$ cat config.mk
export PLATFORM = sky130hd
export DESIGN_NAME = hostdsp_irq_regs
export DESIGN_NICKNAME = d
export VERILOG_FILES = /design/src/rtl/hostdsp_irq_regs.sv
export SDC_FILE = /design/constraint.sdc
export NUM_CORES = 1
export LEC_CHECK = 0
export ABC_CLOCK_PERIOD_IN_PS = 1500
export BUFFER_PORTS_ARGS = -buffer_cell sky130_fd_sc_hd__buf_2
export CAP_MARGIN = 40
export CORE_MARGIN = 3
export CORE_UTILIZATION = 26
export DETAILED_ROUTE_END_ITERATION = 10
export PLACE_DENSITY = 0.82
export SLEW_MARGIN = 10
export SYNTH_ARGS = -nofsm -noshare
export SYNTH_HDL_FRONTEND = slang
export SYNTH_SLANG_ARGS = --single-unit
$ cat constraint.sdc
create_clock -name clk -period 1.5 [get_ports clk]
set_input_delay 0.15 -clock clk [delete_from_list [all_inputs] [get_ports clk]]
set_output_delay 0.15 -clock clk [all_outputs]
set_load 0.01 [all_outputs]
$ cat src/rtl/hostdsp_irq_regs.sv
module hostdsp_irq_regs #(
  parameter int DW = 32,
  parameter int AW = 2
) (
  input  logic          clk,
  input  logic          rst,
  input  logic          h_we,
  input  logic [AW-1:0] h_addr,
  input  logic [DW-1:0] h_wdata,
  output logic [DW-1:0] h_rdata,
  input  logic          l_we,
  input  logic [AW-1:0] l_addr,
  input  logic [DW-1:0] l_wdata,
  output logic [DW-1:0] l_rdata,
  output logic          host_irq,
  output logic          local_irq
);
  localparam logic [AW-1:0] A_STAT = AW'(0);
  localparam logic [AW-1:0] A_BELL = AW'(1);
  localparam logic [AW-1:0] A_CTRL = AW'(2);
  localparam logic [AW-1:0] A_IEN  = AW'(3);
  localparam int B_SRC = 0;
  localparam int B_MASK = 2;
  localparam int B_REQ = 3;
  localparam int B_CLR = 4;
  localparam int B_BELL = 0;
  localparam int B_IEN = 0;

  logic pend_q, mask_q, ien_q, lirq_q;
  logic h_stat_wr, h_ctrl_wr, l_ctrl_wr;
  logic set_req, clr_any, bell;

  assign h_stat_wr = h_we && (h_addr == A_STAT);
  assign h_ctrl_wr = h_we && (h_addr == A_CTRL);
  assign l_ctrl_wr = l_we && (l_addr == A_CTRL);

  assign set_req = l_ctrl_wr && l_wdata[B_REQ];
  assign clr_any = (h_stat_wr && h_wdata[B_SRC])
                || (h_ctrl_wr && h_wdata[B_CLR])
                || (l_ctrl_wr && l_wdata[B_CLR]);
  assign bell    = h_we && (h_addr == A_BELL) && h_wdata[B_BELL];

  always_ff @(posedge clk) begin
    if (rst) begin
      pend_q <= 1'b0;
      mask_q <= 1'b1;
      ien_q  <= 1'b0;
      lirq_q <= 1'b0;
    end else begin
      if (clr_any)      pend_q <= 1'b0;
      else if (set_req) pend_q <= 1'b1;
      if (h_stat_wr) mask_q <= h_wdata[B_MASK];
      if (l_we && (l_addr == A_IEN)) ien_q <= l_wdata[B_IEN];
      lirq_q <= bell && ien_q;
    end
  end

  assign host_irq  = pend_q && !mask_q;
  assign local_irq = lirq_q;

  always_comb begin
    h_rdata = '0;
    if (h_addr == A_STAT) begin
      h_rdata[B_SRC]  = pend_q;
      h_rdata[B_MASK] = mask_q;
    end
  end

  always_comb begin
    l_rdata = '0;
    if (l_addr == A_IEN) l_rdata[B_IEN] = ien_q;
  end

  assert_level_hold_R2: assert property (@(posedge clk) disable iff (rst)
    host_irq && !clr_any && !(h_stat_wr && h_wdata[B_MASK]) |=> host_irq);

  assert_clear_drops_R3: assert property (@(posedge clk) disable iff (rst)
    clr_any |=> !host_irq && (h_addr != A_STAT || !h_rdata[B_SRC]));

  assert_mask_blocks_R4: assert property (@(posedge clk) disable iff (rst)
    (h_rdata[B_MASK] || h_addr != A_STAT) && mask_q && !h_stat_wr |=> !host_irq);

  assert_src_w0_keeps_R6: assert property (@(posedge clk) disable iff (rst)
    pend_q && !clr_any |=> pend_q);

  assert_clear_wins_R7: assert property (@(posedge clk) disable iff (rst)
    set_req && clr_any |=> !pend_q);

  assert_bell_gated_R9: assert property (@(posedge clk) disable iff (rst)
    !ien_q |=> !local_irq);

  assert_bell_pulse_R8: assert property (@(posedge clk) disable iff (rst)
    local_irq |-> $past(bell));
endmodule

### Word-level counts from Yosys, hierarchy flattened

Cells that the tools add are included.
W data, S select, Z words.

* equal/unequal tests: 4
* multiplexer cells: 3
* reductions and logical operators: 17

Operator list (count)
* $logic_and A1 B1 Y1: 12
* $eq A2 B2 Y1 const B: 3
* $mux W1: 3
* $eq A2 B1 Y1 const B: 1
* $logic_not A2 Y1: 1
* $logic_or A1 B1 Y1: 2
* $reduce_or A2 Y1: 1
* $logic_not A1 Y1: 1

* bits in registers: 4
* output and inout port bits: 66
* logic and storage cells: 28

### Depth between registers and ports, before layout

Gate-level depths: netlist (run 1).

* word-level depth: 6
* mapped depth: 3

### Least setup slack after synthesis (run 1)

No wires, ideal clock.

* path type: input port to flip-flop
* start: in l_addr[0]
* end: reg pend_q
* data arrival time: 0.738 ns
* required time: 1.397 ns
* slack: 0.659 ns
* cell stages on the path: 3
* cell sequence: and3b_2 > a21oi_2 > a2111oi_2

* cells in the longest elaborated chain, start to end: 5
* elaborated cells on any way between the ends: 6

RTL lines
* from (decl): line 12 `input logic [AW-1:0] l_addr,`
* $eq A2 B2 Y1 (*): line 35 `assign l_ctrl_wr = l_we && (l_addr == A_CTRL);`
* $logic_and A1 B1 Y1 (*): line 35
* $logic_and A1 B1 Y1: line 40 `|| (l_ctrl_wr && l_wdata[B_CLR]);`
* $logic_or A1 B1 Y1: line 40
* $reduce_or A2 Y1 (no line)
* to (signal assigned): line 45 `pend_q <= 1'b0;`
* to (signal assigned): line 50 `if (clr_any) pend_q <= 1'b0;`
* to (signal assigned): line 51 `else if (set_req) pend_q <= 1'b1;`
* to (decl): line 29 `logic pend_q, mask_q, ien_q, lirq_q;`

Mark *: on every way between the ends. The rest lies on a longest branch, timed or not.
A chain may end at the register's enable or synchronous reset.

### Worst setup path after layout (run 1)

* start: reg ien_q
* end: out l_rdata[0]

* cells in the longest elaborated chain, start to end: 1

RTL lines
* from (decl): line 29
* from (signal assigned): line 53 `if (l_we && (l_addr == A_IEN)) ien_q <= l_wdata[B_IEN];`
* $mux W1: line 71 `if (l_addr == A_IEN) l_rdata[B_IEN] = ien_q;`
* to (decl): line 14 `output logic [DW-1:0] l_rdata,`

Every way passes these cells.

==> results.txt, run 1 <==
* Status: finished clean
- Post-synth top area share: 0.678
- Flip-flop and latch count after synthesis: 4
* Vertical die dimension: 57.0 um
* Total of buffers placed on input and output ports: 18
- Before antenna repair, the detailed router went through 4 iterations.
- Of all flip-flops after synthesis, the portion carrying an async set or reset was 0.
- The total count of hold-check failures in the final report came to 0.
- The count of nets left with antenna violations once routing finished came out at 0.
- Signed area change from the synthesized netlist to the final layout: -12.6%
* Sequential Area: ~80 um2
- Setup total negative slack on the finished layout was measured at 0 ns.
* Worst hold slack across all endpoints: 0.0979 ns
* Endpoint required time on the critical path: approximately 1.4 ns
- Number of violations of the max-capacitance limit: 0
- Boundary pin count: 138
- Highest cell delay on the worst timing path: 0.34 ns
* Max-slew violations: 0
- Of the total synthesized cell area, the portion taken by full adders, half adders and majority gates is 0.
- Dominant register cell in the synthesized netlist: sky130_fd_sc_hd__dfxtp_1
- Syn. warnings: 0
* Clock Pin Slew Worst Setup and Hold Paths: 0.04 ns
* Initial drt markers: 11
- The die covers 0.00325 mm2.
* DIE WIDTH: 57.0 um
- Number of gates given a new drive strength after cts: 0
- Counting buffers and inverters, the worst setup path is 2 cells deep.
* Number of global-route vias before repair: 296
- Buffers inserted during clock tree synthesis total 3.
* Effective utilization at floorplan: 0.289
- Dividing the final minimum period by the clock period gives 0.681.
- GRT Util Overall: 0.0533
- Wire length reported by the detailed router: around 1100 um
- Dividing the detail-routed wire length by the instance count gives 8.21 um.
- For the worst-skew pair, the clock arrives at the later sink with an insertion delay of 0.24 ns.
* Power per cell area: between 600 and 700 mW/mm2
- The root buffer cell chosen for the clock tree is sky130_fd_sc_hd__clkbuf_4.
- The first global-routing pass estimated 1230 um of wire.
- Combinational family with the most area after synthesis: buffers and inverters
* Final cell utilization of the core: 0.252
- Number of placement rows: 17
- In this run the worst hold path is classified as input port to register.
* Family of cells with the greatest summed delay on the critical path: flip-flops
* Total standard cell area after synthesis: slightly below 700 um2
* Max FO, Critical Path: 3
- Cell accounting for the most synthesized area: sky130_fd_sc_hd__buf_4
- In this run the number of H-tree levels came out at 1.
- Counting instances, the worst hold path has a depth of 2.
- Post-route DRC: 0
- By area the synthesized netlist is led by sky130_fd_sc_hd__buf_4 (68%), sky130_fd_sc_hd__dfxtp_1 (12%), sky130_fd_sc_hd__mux2i_1 (3.0%).
- Number of antenna violations at the first check in global routing: 0
* Number of distinct library cells after synthesis: 17
- Crit path time final: 1.02 ns
- The routed layout has a little under 400 vias.
- Post-Synthesis Mean Instance Area: approximately 8.1 um2
* Mux cell area share after synthesis: 0.0296
- After clock tree synthesis, the flow added hold-fix buffers numbering 0.
* Total of fill cells in the finished design: roughly 260
* Worst reg-to-reg path cell count: 2
- Ratio of cells with drive above 1 in the final layout: 0.243
- The multi-input combinational cells in the finished layout cover a total of between 300 and 400 um2.
- GPL Wtd Cong: 0.742
- By startpoint and endpoint, the worst setup path is classified as register to output port.
- CTS tree: yes
- Clock Skews: 0.0000226 ns
- Core box area: 0.00234 mm2
* Total Power Consumption: around 0.37 mW
- Yosys instantiated no cell more often than sky130_fd_sc_hd__buf_4.
- Leading cell types by count after synthesis: sky130_fd_sc_hd__buf_4 (61), sky130_fd_sc_hd__dfxtp_1 (4), sky130_fd_sc_hd__and2_1 (2), sky130_fd_sc_hd__mux2i_1 (2), sky130_fd_sc_hd__nor2_1 (2)
- Worst Setup End Kind: output port
- Instance count of the mapped netlist: 83
- After legalization and detailed placement, the total HPWL measured between 900 and 1000 um.
* Maximum buffer depth of the clock tree: 2
- Arrival time at the worst endpoint: 0.87 ns
- Setup repair after global routing left no endpoint under its margin.
- Of the total synthesized cell area, the portion taken by AND, OR, NAND and NOR gates is 0.107.
- Largest net degree at the start of global routing: 5
- Number of antenna diodes: 0
* LEAKAGE: 0.378 nW
* CP cell instances: and3_2 > buf_2
- Post CTS Setup Buffer Count: 0
- The tree built by TritonCTS fans out to 4 sinks.
- Fraction of synthesized cell area in xor and xnor cells: 0
* Via density per instance: 3.03
* GR Overflow Total: 0
- Yosys mapped a number of flops with a built-in enable equal to 0.
- At the end of the flow, the number of nets in the layout was 177.
* Share of synthesized area occupied by flip-flops and latches: 0.119
* Critical Path Start Type: register
- The post-synthesis compound-gate area fraction came to 0.0611.
- Setup violations remaining at the end of the flow were counted as 0.
* Highest achievable clock rate: around 0.98 GHz
* Cell with the biggest individual delay on the critical path: sky130_fd_sc_hd__dfxtp_1
- IR analysis of the VDD net gives a maximum drop of 188 uV.
- Number of buffer and inverter stages on the critical path: 1
-- report_power, final --
| part | leakage, nW | switching [mW] | total (mW) | internal (mW) |
|---|---|---|---|---|
| combinational | 0.331 | 0.0899 | 0.114 | 0.0244 |
| sequential | 0.0325 | 0.00220 | 0.112 | 0.110 |
| clock | 0.0138 | 0.0488 | 0.139 | 0.0898 |
| total | 0.378 | 0.141 | 0.365 | 0.224 |
-- flip-flops by register name (all words and copies together) (netlist names) --
name	flops
ien_q	1
local_irq	1
mask_q	1
pend_q	1
-- cells in the final DEF, fill, tap and decap left out --
cell type / Yosys / final
sky130_fd_sc_hd__a311o_1: 1 / 1
sky130_fd_sc_hd__a21oi_2: 1 / 1
sky130_fd_sc_hd__nor2b_1: 1 / 1
sky130_fd_sc_hd__nor2_1: 2 / 2
sky130_fd_sc_hd__a21boi_1: 1 / 1
sky130_fd_sc_hd__and2_1: 2 / 2
sky130_fd_sc_hd__nor4bb_1: 1 / 1
sky130_fd_sc_hd__nand3_1: 1 / 1
sky130_fd_sc_hd__a2111oi_2: 1 / 1
sky130_fd_sc_hd__and3_2: 1 / 1
sky130_fd_sc_hd__and3_1: 1 / 1
sky130_fd_sc_hd__clkbuf_4: 0 / 3
sky130_fd_sc_hd__conb_1: 1 / 61
sky130_fd_sc_hd__and3b_2: 1 / 1
sky130_fd_sc_hd__buf_2: 0 / 18
sky130_fd_sc_hd__nor3b_1: 1 / 1
sky130_fd_sc_hd__dfxtp_1: 4 / 4
sky130_fd_sc_hd__mux2i_1: 2 / 2
-- routing by layer --
layer | wire [um] | global-route usage | vias up
li1 | - | - | 183
met1 | 243 | 0.0366 | 169
met2 | 614 | 0.0930 | 43
met3 | 203 | 0.0294 | 2
met4 | 14 | 0.0596 | 0
met5 | 0 | 0 | -
-- worst reg2reg max path: stages (launching register included) --
cell                       delay, ns
sky130_fd_sc_hd__dfxtp_1        0.32
sky130_fd_sc_hd__a21boi_1       0.13
sky130_fd_sc_hd__a311o_1        0.32
-- metrics by stage --
stage / cell area, um2 / cells / setup slack (ns)
finish: 591 / 131 / 0.478
global route: 591 / 131 / 0.423
floorplan: 901 / 143 / 0.659
global placement: 568 / 128 / 0.514
detailed placement: 568 / 128 / 0.488
CTS: 591 / 131 / 0.467
-- path summary, 6_finish.rpt --
kind	startpoint	end	slack, ns
worst max register to register	mask_q$_SDFFE_PP1P_	mask_q$_SDFFE_PP1P_	0.62
worst min-delay path	l_wdata[4]	pend_q$_SDFFE_PP0P_	0.1
worst min register to register	ien_q$_SDFFE_PP0P_	local_irq$_SDFF_PP0_	0.50
worst max-delay path	ien_q$_SDFFE_PP0P_	l_rdata[0]	0.48
-- kinds of logic (layout without fill, tap and decap cells) --
| group | after synthesis | in the layout |
|---|---|---|
| flops | 4 | 4 |
| other cells | 1 | 61 |
| mux | 2 | 2 |
| simple gates | 11 | 11 |
| compound gates | 4 | 4 |
| buf+inv | 61 | 21 |
-- area by class of cell --
| type | count | share of cell area |
|---|---|---|
| multi-input combinational | 78 | 0.614 |
| tap | 28 | 0.0593 |
| clock buffer | 3 | 0.0381 |
| sequential | 4 | 0.136 |
| timing repair buffer | 18 | 0.153 |
No activity file was read; power rests on OpenSTA's default activity.
==> run 2, diff against run 1 <==
--- a/config.mk
+++ b/config.mk
@@ -5,13 +5,13 @@
 export SDC_FILE = /design/constraint.sdc
 export NUM_CORES = 1
 export LEC_CHECK = 0
-export ABC_CLOCK_PERIOD_IN_PS = 1500
+export ABC_CLOCK_PERIOD_IN_PS = 1000
 export BUFFER_PORTS_ARGS = -buffer_cell sky130_fd_sc_hd__buf_2
 export CAP_MARGIN = 40
 export CORE_MARGIN = 3
-export CORE_UTILIZATION = 26
+export CORE_UTILIZATION = 24
 export DETAILED_ROUTE_END_ITERATION = 10
-export PLACE_DENSITY = 0.82
+export PLACE_DENSITY = 0.76
 export SLEW_MARGIN = 10
 export SYNTH_ARGS = -nofsm -noshare
 export SYNTH_HDL_FRONTEND = slang
==> constraint.sdc (replaced) <==
create_clock -name clk -period 1 [get_ports clk]
set_input_delay 0.1 -clock clk [delete_from_list [all_inputs] [get_ports clk]]
set_output_delay 0.1 -clock clk [all_outputs]
set_load 0.01 [all_outputs]
==> run 2 against run 1 <==
Against the previous run: sequential cell count unchanged; via count up 0.76%; largest power group unchanged; clock power up 44%; critical path type unchanged; non-clock buffer count unchanged.
==> results.txt, run 2 (synthesis results as in run 1) <==
* Clock Skews: 0.00000958 ns (-0.0000130 ns)
* Status: finished clean
- Final Cycle Share: 0.943
* Source of the worst register-to-register timing path: mask_q$_SDFFE_PP1P_
* Clock Power Share: 0.371 (-0.008)
- The met3 track demand over resource came to 0.0174 (-0.0120).
- TritonCTS Buffers: 3 (unchanged)
* GRT Util Overall: 0.0457 (-0.00760)
- Grt met1 use: 0.0339 (-0.00269)
- DIE WIDTH: 59.1 um (+3.7%)
* Setup TNS: 0 ns (unchanged)
- The cell-internal power was 0.336 mW (+50%).
- STA classifies the critical path endpoint as an output port.
* Combinational Power Share: 0.317 (+0.004)
- The routed via count came to 400 (+0.76%).
- Number of antenna violations at the first check in global routing: 0 (unchanged)
- The power density relative to cell area came to 908 mW/mm2 (+47%).
- The number of maximum-capacitance constraint violations was 0 (unchanged).
- Following the worst setup path forward leads to its endpoint at host_irq.
- The sequential power share came to 0.312 (+0.005).
* Crit path time final: 0.943 ns
- The tree is rooted in a sky130_fd_sc_hd__clkbuf_4.
* Type of the worst min-delay path: input port to register
* Vertical die dimension: 59.1 um (+3.7%)
- Worst ir drop on vdd: 298 uV (+59%)
* Non-Filler Cell Area, Final: 593 um2 (+0.42%)
- Worst reg-to-reg path cell count: 2 (unchanged)
- Net total in the final layout: 177 (unchanged)
* Post CTS Setup Buffer Count: 0 (unchanged)
- The antenna violation net count after detailed routing was 0 (unchanged).
- Most used routing layer in global routing: met2
* Worst r2r dst: mask_q$_SDFFE_PP1P_
* Total of fill cells in the finished design: 295 (+12%)
* Ratio of cells with drive above 1 in the final layout: 0.243 (unchanged)
* Hold Vio Cnt, Final: 0 (unchanged)
- The top cell types in the final layout, fill and taps aside, are sky130_fd_sc_hd__conb_1 (61), sky130_fd_sc_hd__buf_2 (18), sky130_fd_sc_hd__dfxtp_1 (4).
* Post-DP Area: 571 um2 (+0.44%)
* Skew-Pair Late Insertion Delay: 0.23 ns (about the same)
* Boundary pin count: 138 (unchanged)
* Area enclosed by the die boundary: 0.00349 mm2 (+7.5%)
- The count of unresolved DRC violations after routing was 0 (unchanged).
- Static timing analysis puts the maximum clock frequency at 1.06 GHz.
* Number of search-and-repair iterations in the first detailed-routing pass: 2 (-2)
- LEAKAGE: 0.378 nW (unchanged)
- Crit path launch: pend_q$_SDFFE_PP0P_
* Clock tree sinks: 4 (unchanged)
- RSZ-0062 raised after global routing: no
* Critical Path Start Type: register
* Number of gates given a new drive strength after cts: 0 (unchanged)
- The via-per-instance ratio is 3.01 (-0.76%).
- Switching power share of the total: 0.376 (-0.0101)
* Wire length reported by the detailed router: 1010 um (-6.4%)
- Number of global-route vias before repair: 262 (-11%)
- Core box area: 0.00257 mm2 (+9.7%)
- The global route total overflow was 0 (unchanged).
- Level count of the clock H-tree: 1 (unchanged)
- Effective utilization at floorplan: 0.263 (-0.0256)
* Internal reg-to-reg setup slack: 0.15 ns (-0.47 ns)
* Sum of net half-perimeters after detailed placement: 937 um (-4.6%)
- The final count of negative-setup-slack endpoints came to 0 (unchanged).
- Net switching power figure: 0.202 mW (+44%)
- Max FO, Critical Path: 3 (unchanged)
- Arrival time at the worst endpoint: 0.84 ns (-0.03 ns)
- The met2 routing resource usage after global routing came to 0.0741 (-0.0189).
* Maximum buffer depth of the clock tree: 2 (unchanged)
* Largest net degree at the start of global routing: 5 (unchanged)
- The number of pins exceeding their max-slew limit in the final report was 0 (unchanged).
- CTS tree: yes
* Global-route wire length before repair: 1090 um (-11%)
* Clock Pin Slew Worst Setup and Hold Paths: 0.04 ns (about the same)
- Count of hold-fix buffers inserted at cts: 0 (unchanged)
- The starting DRC count in detailed routing was 5 (-6).
- The antenna diode instance count is 0 (unchanged).
- The critical path required time was 0.90 ns (-0.45 ns).
* Total of buffers placed on input and output ports: 18 (unchanged)
* Number of placement rows: 18 (+1)
- The library cell used most frequently in the layout, excluding fill and tap cells, is sky130_fd_sc_hd__conb_1.
- The worst setup path is of the register to output port kind.
* GPL Wtd Cong: 0.743 (+0.19%)
- The final-layout worst hold slack came to 0.0556 ns (-0.0423 ns).
- The wire length per cell came to 7.57 um (-7.8%).
* Signed area change from the synthesized netlist to the final layout: -12.2%
-- run 2: cell counts in the layout (fill, tap and decap cells not counted) --
No cell type changed its count.
-- run 2: worst min-delay path by stage --
stage	start	end	slack (ns)	cells after the start
floorplan	rst	pend_q$_SDFFE_PP0P_	0.17	1
global placement	l_wdata[4]	pend_q$_SDFFE_PP0P_	0.29	2
detailed placement	l_wdata[4]	pend_q$_SDFFE_PP0P_	0.30	2
CTS	l_wdata[4]	pend_q$_SDFFE_PP0P_	0.05	2
global route	l_wdata[4]	pend_q$_SDFFE_PP0P_	0.06	2
finish	l_wdata[4]	pend_q$_SDFFE_PP0P_	0.06	2
-- run 2: per-stage QoR --
stage	worst slack [ns]	std cells	util	total power [mW]
3_5_place_dp	0.0191	130	0.222	0.335
4_1_cts	0.0331	133	0.231	0.544
5_1_grt	0.0211	133	0.231	0.583
3_3_place_gp	0.0720	130	0.222	0.333
2_1_floorplan	0.175	143	-	0.473
6_report	0.0575	133	0.231	0.538
-- run 2: metal layers --
layer | part of all wire | vias up
li1 | - | 185
met1 | 0.22 | 172
met3 | 0.20 | 2
met4 | 0.021 | 0
met2 | 0.56 | 41
met5 | 0 | -
-- run 2: power by group through the flow --
stage | combinational (mW) | sequential, mW | clock [mW]
6_report | 0.170 | 0.168 | 0.200
3_5_place_dp | 0.164 | 0.171 | 0
3_3_place_gp | 0.162 | 0.171 | 0
5_1_grt | 0.191 | 0.169 | 0.223
2_1_floorplan | 0.303 | 0.170 | 0
4_1_cts | 0.164 | 0.168 | 0.212
-- run 2: area by class of cell --
| cell class | instances | area (um2) | share of cell area |
|---|---|---|---|
| clock buffer | 3 | 22.5 | 0.0380 |
| multi-input combinational | 78 | 363 | 0.612 |
| sequential | 4 | 80.1 | 0.135 |
| tap | 30 | 37.5 | 0.0633 |
| timing repair buffer | 18 | 90.1 | 0.152 |
-- run 2: worst max-delay path, stage by stage, from the launching register on --
cell                      delay, ns
sky130_fd_sc_hd__dfxtp_1       0.34
sky130_fd_sc_hd__nor2b_1       0.13
sky130_fd_sc_hd__buf_2         0.13
